## src/rtl/ramp_atten_pkg.sv

```systemverilog
package ramp_atten_pkg;
  localparam int CODE_W = 7;
  typedef logic [CODE_W-1:0] code_t;

  localparam code_t SILENT_MAX    = 7'h14;
  localparam code_t FIRST_AUDIBLE = 7'h15;
  localparam code_t UNITY_CODE    = 7'h79;
  localparam code_t SILENT_CODE   = 7'h00;
  localparam int    TOP_CODE      = (1 << CODE_W) - 1;
  localparam int    DB_PER_SHIFT  = 6;

  function automatic logic is_silent(input code_t c);
    return c <= SILENT_MAX;
  endfunction
endpackage

```

## src/rtl/ramp_step_timer.sv

```systemverilog
module ramp_step_timer #(
  parameter int STEP_W = 3
) (
  input  logic              clk,
  input  logic              rst_n,
  input  logic              tick,
  input  logic              restart,
  input  logic [STEP_W-1:0] step_sel,
  output logic              step_fire
);
  localparam int CNT_W = (1 << STEP_W) - 1;

  logic [CNT_W-1:0] cnt_q;
  logic [CNT_W-1:0] limit;

  always_comb begin
    limit = '0;
    for (int i = 0; i < CNT_W; i++) begin
      limit[i] = (i < int'(step_sel));
    end
  end

  assign step_fire = tick && !restart && (cnt_q >= limit);

  always_ff @(posedge clk or negedge rst_n) begin
    if (!rst_n) begin
      cnt_q <= '0;
    end else if (restart) begin
      cnt_q <= '0;
    end else if (tick) begin
      if (cnt_q >= limit) cnt_q <= '0;
      else                cnt_q <= cnt_q + 1'b1;
    end
  end
endmodule

```

## src/rtl/ramp_level_ctrl.sv

```systemverilog
module ramp_level_ctrl
  import ramp_atten_pkg::*;
(
  input  logic  clk,
  input  logic  rst_n,
  input  code_t level_target,
  input  logic  mute_req,
  input  logic  sync_ok,
  input  logic  fixed_unity,
  input  logic  step_fire,
  output logic  restart,
  output code_t level_code
);
  code_t eff_tgt;
  code_t last_tgt_q;
  code_t cur_q;
  code_t cur_d;

  always_comb begin
    if (mute_req || !sync_ok) eff_tgt = SILENT_CODE;
    else if (fixed_unity)     eff_tgt = UNITY_CODE;
    else                      eff_tgt = level_target;
  end

  assign restart = (eff_tgt != last_tgt_q);

  always_comb begin
    cur_d = cur_q;
    if (step_fire && (cur_q != eff_tgt)) begin
      if (is_silent(cur_q) && is_silent(eff_tgt)) begin
        cur_d = eff_tgt;
      end else if (cur_q < eff_tgt) begin
        cur_d = is_silent(cur_q) ? FIRST_AUDIBLE : cur_q + 1'b1;
      end else begin
        cur_d = is_silent(cur_q - 1'b1) ? eff_tgt : cur_q - 1'b1;
      end
    end
  end

  always_ff @(posedge clk or negedge rst_n) begin
    if (!rst_n) begin
      cur_q      <= SILENT_CODE;
      last_tgt_q <= SILENT_CODE;
    end else begin
      cur_q      <= cur_d;
      last_tgt_q <= eff_tgt;
    end
  end

  assign level_code = cur_q;
endmodule

```

## src/rtl/ramp_gain_stage.sv

```systemverilog
module ramp_gain_stage
  import ramp_atten_pkg::*;
#(
  parameter int SAMPLE_W = 18,
  parameter int MANT_W   = 16
) (
  input  logic                       clk,
  input  logic                       rst_n,
  input  code_t                      code,
  input  logic                       in_valid,
  output logic                       in_ready,
  input  logic signed [SAMPLE_W-1:0] in_sample,
  output logic                       out_valid,
  input  logic                       out_ready,
  output logic signed [SAMPLE_W-1:0] out_sample
);
  localparam int PROD_W = SAMPLE_W + MANT_W + 1;
  localparam int FRAC_W = MANT_W - 1;
  localparam logic signed [PROD_W-1:0] SAT_HI = PROD_W'((64'sd1 <<< (SAMPLE_W-1)) - 1);
  localparam logic signed [PROD_W-1:0] SAT_LO = PROD_W'(-(64'sd1 <<< (SAMPLE_W-1)));

  code_t                      att;
  code_t                      oct;
  code_t                      rem;
  code_t                      sh;
  logic        [MANT_W-1:0]   mant;
  logic signed [PROD_W-1:0]   prod;
  logic signed [PROD_W-1:0]   scaled;
  logic signed [SAMPLE_W-1:0] result;
  logic                       take;

  always_comb begin
    att = code_t'(TOP_CODE) - code;
    oct = att / code_t'(DB_PER_SHIFT);
    rem = att % code_t'(DB_PER_SHIFT);
    sh  = oct + code_t'(FRAC_W - 1);
    case (rem)
      7'd0:    mant = MANT_W'(32768);
      7'd1:    mant = MANT_W'(29205);
      7'd2:    mant = MANT_W'(26029);
      7'd3:    mant = MANT_W'(23198);
      7'd4:    mant = MANT_W'(20675);
      default: mant = MANT_W'(18427);
    endcase
    prod   = $signed(in_sample) * $signed({1'b0, mant});
    scaled = prod >>> sh;
    if (is_silent(code))     result = '0;
    else if (scaled > SAT_HI) result = SAT_HI[SAMPLE_W-1:0];
    else if (scaled < SAT_LO) result = SAT_LO[SAMPLE_W-1:0];
    else                      result = scaled[SAMPLE_W-1:0];
  end

  assign in_ready = !out_valid || out_ready;
  assign take     = in_valid && in_ready;

  always_ff @(posedge clk or negedge rst_n) begin
    if (!rst_n) begin
      out_valid  <= 1'b0;
      out_sample <= '0;
    end else begin
      if (take) begin
        out_valid  <= 1'b1;
        out_sample <= result;
      end else if (out_ready) begin
        out_valid  <= 1'b0;
      end
    end
  end
endmodule

```

## src/rtl/ramp_atten.sv

```systemverilog
module ramp_atten
  import ramp_atten_pkg::*;
#(
  parameter int SAMPLE_W = 18,
  parameter int STEP_W   = 3,
  parameter int MANT_W   = 16
) (
  input  logic                       clk,
  input  logic                       rst_n,
  input  logic                       sample_tick,
  input  logic [CODE_W-1:0]          level_target,
  input  logic [STEP_W-1:0]          step_sel,
  input  logic                       mute_req,
  input  logic                       sync_ok,
  input  logic                       fixed_unity,
  output logic [CODE_W-1:0]          level_code,
  output logic                       level_silent,
  input  logic                       in_valid,
  output logic                       in_ready,
  input  logic signed [SAMPLE_W-1:0] in_sample,
  output logic                       out_valid,
  input  logic                       out_ready,
  output logic signed [SAMPLE_W-1:0] out_sample
);
  logic  step_fire;
  logic  restart;
  code_t code;

  ramp_step_timer #(.STEP_W(STEP_W)) timer_i (
    .clk       (clk),
    .rst_n     (rst_n),
    .tick      (sample_tick),
    .restart   (restart),
    .step_sel  (step_sel),
    .step_fire (step_fire)
  );

  ramp_level_ctrl level_i (
    .clk          (clk),
    .rst_n        (rst_n),
    .level_target (level_target),
    .mute_req     (mute_req),
    .sync_ok      (sync_ok),
    .fixed_unity  (fixed_unity),
    .step_fire    (step_fire),
    .restart      (restart),
    .level_code   (code)
  );

  ramp_gain_stage #(.SAMPLE_W(SAMPLE_W), .MANT_W(MANT_W)) gain_i (
    .clk        (clk),
    .rst_n      (rst_n),
    .code       (code),
    .in_valid   (in_valid),
    .in_ready   (in_ready),
    .in_sample  (in_sample),
    .out_valid  (out_valid),
    .out_ready  (out_ready),
    .out_sample (out_sample)
  );

  assign level_code   = code;
  assign level_silent = is_silent(code);
endmodule

```

## config.mk

```make
export PLATFORM = sky130hd
export DESIGN_NAME = ramp_atten
export DESIGN_NICKNAME = d
export VERILOG_FILES = /design/src/rtl/ramp_atten_pkg.sv /design/src/rtl/ramp_step_timer.sv /design/src/rtl/ramp_level_ctrl.sv /design/src/rtl/ramp_gain_stage.sv /design/src/rtl/ramp_atten.sv
export SDC_FILE = /design/constraint.sdc
export NUM_CORES = 1
export LEC_CHECK = 0
export BUFFER_PORTS_ARGS = -buffer_cell sky130_fd_sc_hd__buf_2
export CORE_ASPECT_RATIO = 0.75
export CORE_UTILIZATION = 70
export CTS_CLUSTER_DIAMETER = 100
export CTS_CLUSTER_SIZE = 8
export DETAILED_ROUTE_END_ITERATION = 7
export PLACE_DENSITY = 0.89
export SLEW_MARGIN = 0
export SYNTH_ARGS = -nofsm -noshare
export SYNTH_HDL_FRONTEND = slang
export SYNTH_SLANG_ARGS = --single-unit
export TNS_END_PERCENT = 50
```

## constraint.sdc

```tcl
create_clock -name clk -period 18 [get_ports clk]
set_input_delay 1.8 -clock clk [delete_from_list [all_inputs] [get_ports clk]]
set_output_delay 1.8 -clock clk [all_outputs]
set_load 0.03 [all_outputs]
```

==> results.py, run 1 <==
metrics = {
    "yosys": {
        "synthTopCellsByArea": "fa_1, inv_1, ha_1, dfrtp_1, nand2_1",
        "ys_ff_latch": 40,
        "synth_nets": 2425,
        "synth_top_family_by_area": "adder cells",
        "yosysWarnings": 0,
        "synth_edf_count": 0,
        "synthesis.instances": 1988,
        "async_reset_ff_frac": 1.000,
        "synth_fa_ha_area_frac": 0.4315,
        "synth_area_per_cell_um2": 8.405,
        "synth_simple_gate_area_frac": 0.1692,
        "synth_top_area_cell": "fa_1",
        "synthesis.area_um2": 16710,
        "synth_top_area_frac": 0.3499,
        "synth_xor_area_frac": 0.02464,
        "synth_compound_area_frac": 0.1661,
        "yosysSeqAreaShare": 0.05991,
        "ys.flop_type": "dfrtp_1",
        "yosysUniqueCellTypes": 101,
        "synth.mux.area_fraction": 0.03879,
    },
    "cts": {
        "clockRootBuffer": "clkbuf_16",
        "h-tree-depth": 2,
        "post-cts-setup-buffers": 0,
        "cts-buffers-inserted": 5,
        "cts_resized": 0,
        "cts_tree": "done",
        "clkSlewWorstSetupHoldPaths_ps": 60,
        "cts_buffer_depth": 2,
        "cts_hold_buffers": 0,
        "cts.sinks": 40,
        "clk_latency_ps": 290,
    },
    "timing": {
        "rsz0062_at_grt": "no",
        "period_needed_ps": 13550,
        "hold_violations": 0,
        "tns_ps": 0,
        "slew_violations": 0,
        "period_share": 0.7530,
        "fmax_mhz": 73.78,
        "setup_viol": 0,
        "slew_headroom": 0.3441,
        "final.setup_skew_ps": 9.944,
        "worst_pin_slew_ps": 983.2,
    },
    "route": {
        "wl_per_cell_um": 19.32,
        "ant_nets": 0,
        "drt_iter0_markers": 1848,
        "via_per_inst": 6.381,
        "wirelength_mm": 43.99,
        "drc": 0,
        "drt_pass1_iterations": 6,
        "vias": 14529,
    },
    "die": {
        "dieWidth_um": 180.4,
        "dieArea_um2": 24500,
        "coreArea_um2": 23180,
        "placementRows": 48,
        "die_h_um": 135.8,
        "io_pins": 64,
        "start_util": 0.7207,
    },
    "final_layout": {
        "drive_gt1_frac": 0.07840,
        "diodes": 0,
        "nNetsFinal": 2413,
        "nFillCells": 1695,
        "layout_commonest_cell": "inv_1",
        "final_cell_mix": "inv_1, fa_1, nand2_1",
        "area_growth_pct": 3.609,
    },
    "worst_setup_path": {
        "cpMostUsedCell": "fa_1",
        "critPathCaptureType": "register",
        "cp_slowest_cell": "dfrtp_1",
        "worstReg2RegStart": "level_i.level_code[2]",
        "worst_ep_required_time_ps": 18130,
        "r2r_end": "gain_i.out_sample[13]",
        "max_stage_delay_ps": 900,
        "critPathMaxFanout": 44,
        "worstRegToRegCells": 42,
        "arrival_ps": 13680,
        "r2r_setup_slack_ps": 4450,
        "critPathKind": "register to register",
        "startpoint_type": "register",
    },
    "min_path": {
        "min_path_cells": 2,
        "hold_start": "gain_i.out_sample[1]",
        "hold_path.class": "register to register",
        "min_to": "gain_i.out_sample[1]",
    },
    "grt": {
        "grt.overflow.total": 0,
        "grt_max_degree": 57,
        "grt_pass1_wl_mm": 73.68,
        "grt_pass1_vias": 14510,
        "antenna_found_initial": 0,
        "track_usage": 0.3778,
    },
    "placement": {
        "dp_hpwl_mm": 36.11,
        "portBuffers": 63,
        "gp_congestion": 0.9874,
    },
    "flow_run": {
        "cap_violations": 0,
    },
    "run_status": {
        "status": "finished clean",
    },
}
[worst max-delay path: cells and delay by family, from the launching register on]
kind                     cells  cell delay [ps]
adder cells (fa/ha/maj)      8             3840
AND/OR/NAND/NOR             12             3100
flip-flops                   1              900
multiplexers                 1              540
AO/OA/AOI/OAI               11             2580
buffers and inverters        8             1640
XOR/XNOR                     2              740
[cells in the mapped netlist (all sizes together) (5+ instances only)]
library cell    n
a2111oi         7
a211o           6
a211oi         26
a21o           18
a21oi          82
a221oi          8
a22oi           5
a311oi          5
a31oi           7
a32oi           5
and2           77
and3            7
and4            6
buf            28
clkbuf         71
dfrtp          40
fa            292
ha            109
inv           375
mux2           12
mux2i          40
mux4            5
nand2         223
nand2b         15
nand3          36
nand4          10
nor2          100
nor2b          28
nor3           40
nor3b           5
nor4            8
o211a           5
o211ai         19
o21a           11
o21ai         103
o21bai          7
o22ai           6
o311ai         15
o31ai           8
or2             9
or3             9
xnor2          30
xor2           14
[area by class of cell]
class | count | area (um^2) | share of cell area
Multi-Input combinational cell | 1473 | 13920 | 0.8039
Inverter | 376 | 1411 | 0.08153
Sequential cell | 40 | 1001 | 0.05782
Timing Repair Buffer | 80 | 442.9 | 0.02559
Tap cell | 300 | 375.4 | 0.02168
Clock buffer | 6 | 128.9 | 0.007444
Clock inverter | 2 | 35.03 | 0.002024
[through the flow]
step	worst slack, ps	hold slack (ps)	instance area (um^2)	util	std cells
CTS	4618	488.5	17310	0.7468	2277
finish	4446	486.0	17310	0.7468	2277
detailed placement	4629	474.9	17150	0.7397	2269
floorplan	6494	493.6	16710	-	1988
global placement	5040	469.3	17150	0.7397	2269
global route	3646	501.7	17310	0.7468	2277
[flip-flops by register name, indices dropped and copies added (netlist names)]
name,flops
level_i.level_code,7
gain_i.out_sample,18
timer_i.cnt_q,7
level_i.last_tgt_q,7
gain_i.out_valid,1
[layer usage]
metal	up-vias	GRT usage	wire, um
li1	6455	-	-
met1	7168	0.5528	18640
met2	821	0.5900	19960
met3	85	0.07715	4644
met4	0	0.06790	743
met5	-	0	0
[logic make-up (layout without fill, tap and decap cells)]
family / count (synthesis) / count (layout)
AND/OR/NAND/NOR: 583 / 583
buffers and inverters: 475 / 464
adder cells (fa/ha/maj): 401 / 401
AO/OA/AOI/OAI: 388 / 388
multiplexers: 57 / 57
XOR/XNOR: 44 / 44
flip-flops: 40 / 40
[worst max-delay path by stage]
| stage | start | to | cells after the start |
|---|---|---|---|
| after floorplan | level_i.level_code[3] | gain_i.out_sample[16] | 46 |
| after global placement | level_i.level_code[2] | gain_i.out_sample[12] | 41 |
| after detailed placement | level_i.level_code[2] | gain_i.out_sample[13] | 38 |
| after CTS | level_i.level_code[2] | gain_i.out_sample[13] | 38 |
| after global routing | level_i.level_code[2] | gain_i.out_sample[13] | 42 |
| final | level_i.level_code[2] | gain_i.out_sample[13] | 42 |
Power of run 1 is left out: the tool's default activity adds up to more than one toggle a clock period on the data nets, which glitch-free logic cannot reach.
==> run 2: changes to the inputs <==
--- a/config.mk
+++ b/config.mk
@@ -7,11 +7,11 @@
 export LEC_CHECK = 0
 export BUFFER_PORTS_ARGS = -buffer_cell sky130_fd_sc_hd__buf_2
 export CORE_ASPECT_RATIO = 0.75
-export CORE_UTILIZATION = 70
+export CORE_UTILIZATION = 66
 export CTS_CLUSTER_DIAMETER = 100
 export CTS_CLUSTER_SIZE = 8
 export DETAILED_ROUTE_END_ITERATION = 7
-export PLACE_DENSITY = 0.89
+export PLACE_DENSITY = 0.84
 export SLEW_MARGIN = 0
 export SYNTH_ARGS = -nofsm -noshare
 export SYNTH_HDL_FRONTEND = slang
==> constraint.sdc (replaced) <==
create_clock -name clk -period 13.4 [get_ports clk]
set_input_delay 1.34 -clock clk [delete_from_list [all_inputs] [get_ports clk]]
set_output_delay 1.34 -clock clk [all_outputs]
set_load 0.03 [all_outputs]
==> results.py, run 2 (synthesis gave the netlist of run 1 again) <==
metrics = {
    "run_status": {
        "status": "finished clean",
    },
    "cts": {
        "post-cts-setup-buffers": 0,
        "clk_latency_ps": 290,
        "cts.sinks": 40,
        "cts_tree": "done",
        "cts-buffers-inserted": 5,
        "clkSlewWorstSetupHoldPaths_ps": 60,
        "clockRootBuffer": "clkbuf_16",
        "h-tree-depth": 2,
        "cts_buffer_depth": 2,
        "cts_hold_buffers": 0,
    },
    "min_path": {
        "min_to": "gain_i.out_sample[17]",
        "min_path_cells": 2,
        "hold_start": "gain_i.out_sample[17]",
        "hold_path.class": "register to register",
    },
    "route": {
        "wl_per_cell_um": 18.55,
        "drt_pass1_iterations": 6,
        "via_per_inst": 6.161,
        "wirelength_mm": 43.00,
        "drc": 0,
        "ant_nets": 0,
        "vias": 14281,
        "drt_iter0_markers": 1331,
    },
    "placement": {
        "dp_hpwl_mm": 35.48,
        "portBuffers": 63,
        "placed_cell_area_um2": 17220,
        "placedCellCount": 2311,
        "gp_congestion": 0.9978,
    },
    "worst_setup_path": {
        "worstReg2RegStart": "level_i.level_code[3]",
        "max_stage_delay_ps": 920,
        "crit_family": "adder cells",
        "critPathCaptureType": "register",
        "r2r_setup_slack_ps": 830,
        "arrival_ps": 12710,
        "worst_ep_required_time_ps": 13530,
        "critPathKind": "register to register",
        "worstRegToRegCells": 39,
        "r2r_end": "gain_i.out_sample[11]",
        "startpoint_type": "register",
        "cp_slowest_cell": "dfrtp_1",
        "worst-path-stages": 39,
        "critPathMaxFanout": 28,
        "path_buf_inv": 6,
    },
    "timing": {
        "worst_pin_slew_ps": 908.3,
        "rsz0062_at_grt": "no",
        "tns_ps": 0,
        "hold_violations": 0,
        "period_share": 0.9381,
        "slew_headroom": 0.3944,
        "slew_violations": 0,
        "final.setup_skew_ps": 5.368,
        "setup_viol": 0,
        "fmax_mhz": 79.55,
        "period_needed_ps": 12570,
    },
    "final_layout": {
        "nNetsFinal": 2417,
        "drive_gt1_frac": 0.07980,
        "largest_reg_flops": 18,
        "fin_cells": 2318,
        "regMostFlops": "gain_i.out_sample",
        "final_cell_mix": "inv_1, fa_1, nand2_1",
        "finalInstanceArea_um2": 17360,
        "layout_commonest_cell": "inv_1",
        "area_growth_pct": 3.879,
        "diodes": 0,
        "final_core_util": 0.6971,
    },
    "die": {
        "die_h_um": 139.8,
        "placementRows": 50,
        "coreArea_um2": 24900,
        "dieWidth_um": 185.7,
        "dieArea_um2": 25960,
        "start_util": 0.6711,
        "io_pins": 64,
    },
    "grt": {
        "grt_max_degree": 57,
        "grt.overflow.total": 0,
        "track_usage": 0.3555,
        "grt_pass1_vias": 14446,
        "antenna_found_initial": 0,
        "grt_pass1_wl_mm": 72.77,
    },
    "flow_run": {
        "cap_violations": 0,
    },
}
==> run 2: changes by cell type in the layout (fill, tap and decap cells not counted), sizes merged <==
cell,delta
buf,+4
bufinv,-1
==> run 2: layout make-up <==
| type | instances | area, um^2 |
|---|---|---|
| clock buffer | 6 | 128.9 |
| fill | 1986 | 7542 |
| timing repair buffer | 84 | 473.0 |
| clock inverter | 1 | 5.005 |
| inverter | 376 | 1411 |
| sequential | 40 | 1002 |
| tap | 338 | 422.9 |
| multi-input combinational | 1473 | 13910 |
==> run 2: stage by stage <==
step	hold WS, ps	worst slack, ps
global placement	468.7	1199
finish	487.4	828.8
CTS	497.7	885.9
detailed placement	484.3	900.0
global route	525.9	16.16
floorplan	493.6	1894
==> run 2: routing by layer <==
| metal | global-route usage | vias up | share of wire |
|---|---|---|---|
| li1 | - | 6484 | - |
| met1 | 0.5221 | 7008 | 0.43 |
| met2 | 0.5371 | 700 | 0.45 |
| met3 | 0.08663 | 89 | 0.11 |
| met4 | 0.06903 | 0 | 0.019 |
| met5 | 0 | - | 0 |
==> run 2: worst min-delay path: stages (launching register included) <==
cell and delay, ps:
dfrtp_1 340, nand2_1 50, o21ai_0 60
==> run 2: how the worst max path moves through the flow <==
stage / startpoint / endpoint / slack, ps
global placement: level_i.level_code[2] / gain_i.out_sample[11] / 1200
detailed placement: level_i.level_code[2] / gain_i.out_sample[11] / 900
floorplan: level_i.level_code[3] / gain_i.out_sample[16] / 1890
CTS: level_i.level_code[2] / gain_i.out_sample[11] / 890
global route: level_i.level_code[3] / gain_i.out_sample[14] / 20
finish: level_i.level_code[3] / gain_i.out_sample[11] / 830
==> run 2: what timing repair did <==
item	CTS	global route
endpoints found under the hold margin	0	0
resized for setup	0	1
endpoints found under the setup margin	0	14
Power of run 2 is left out for the same reason.
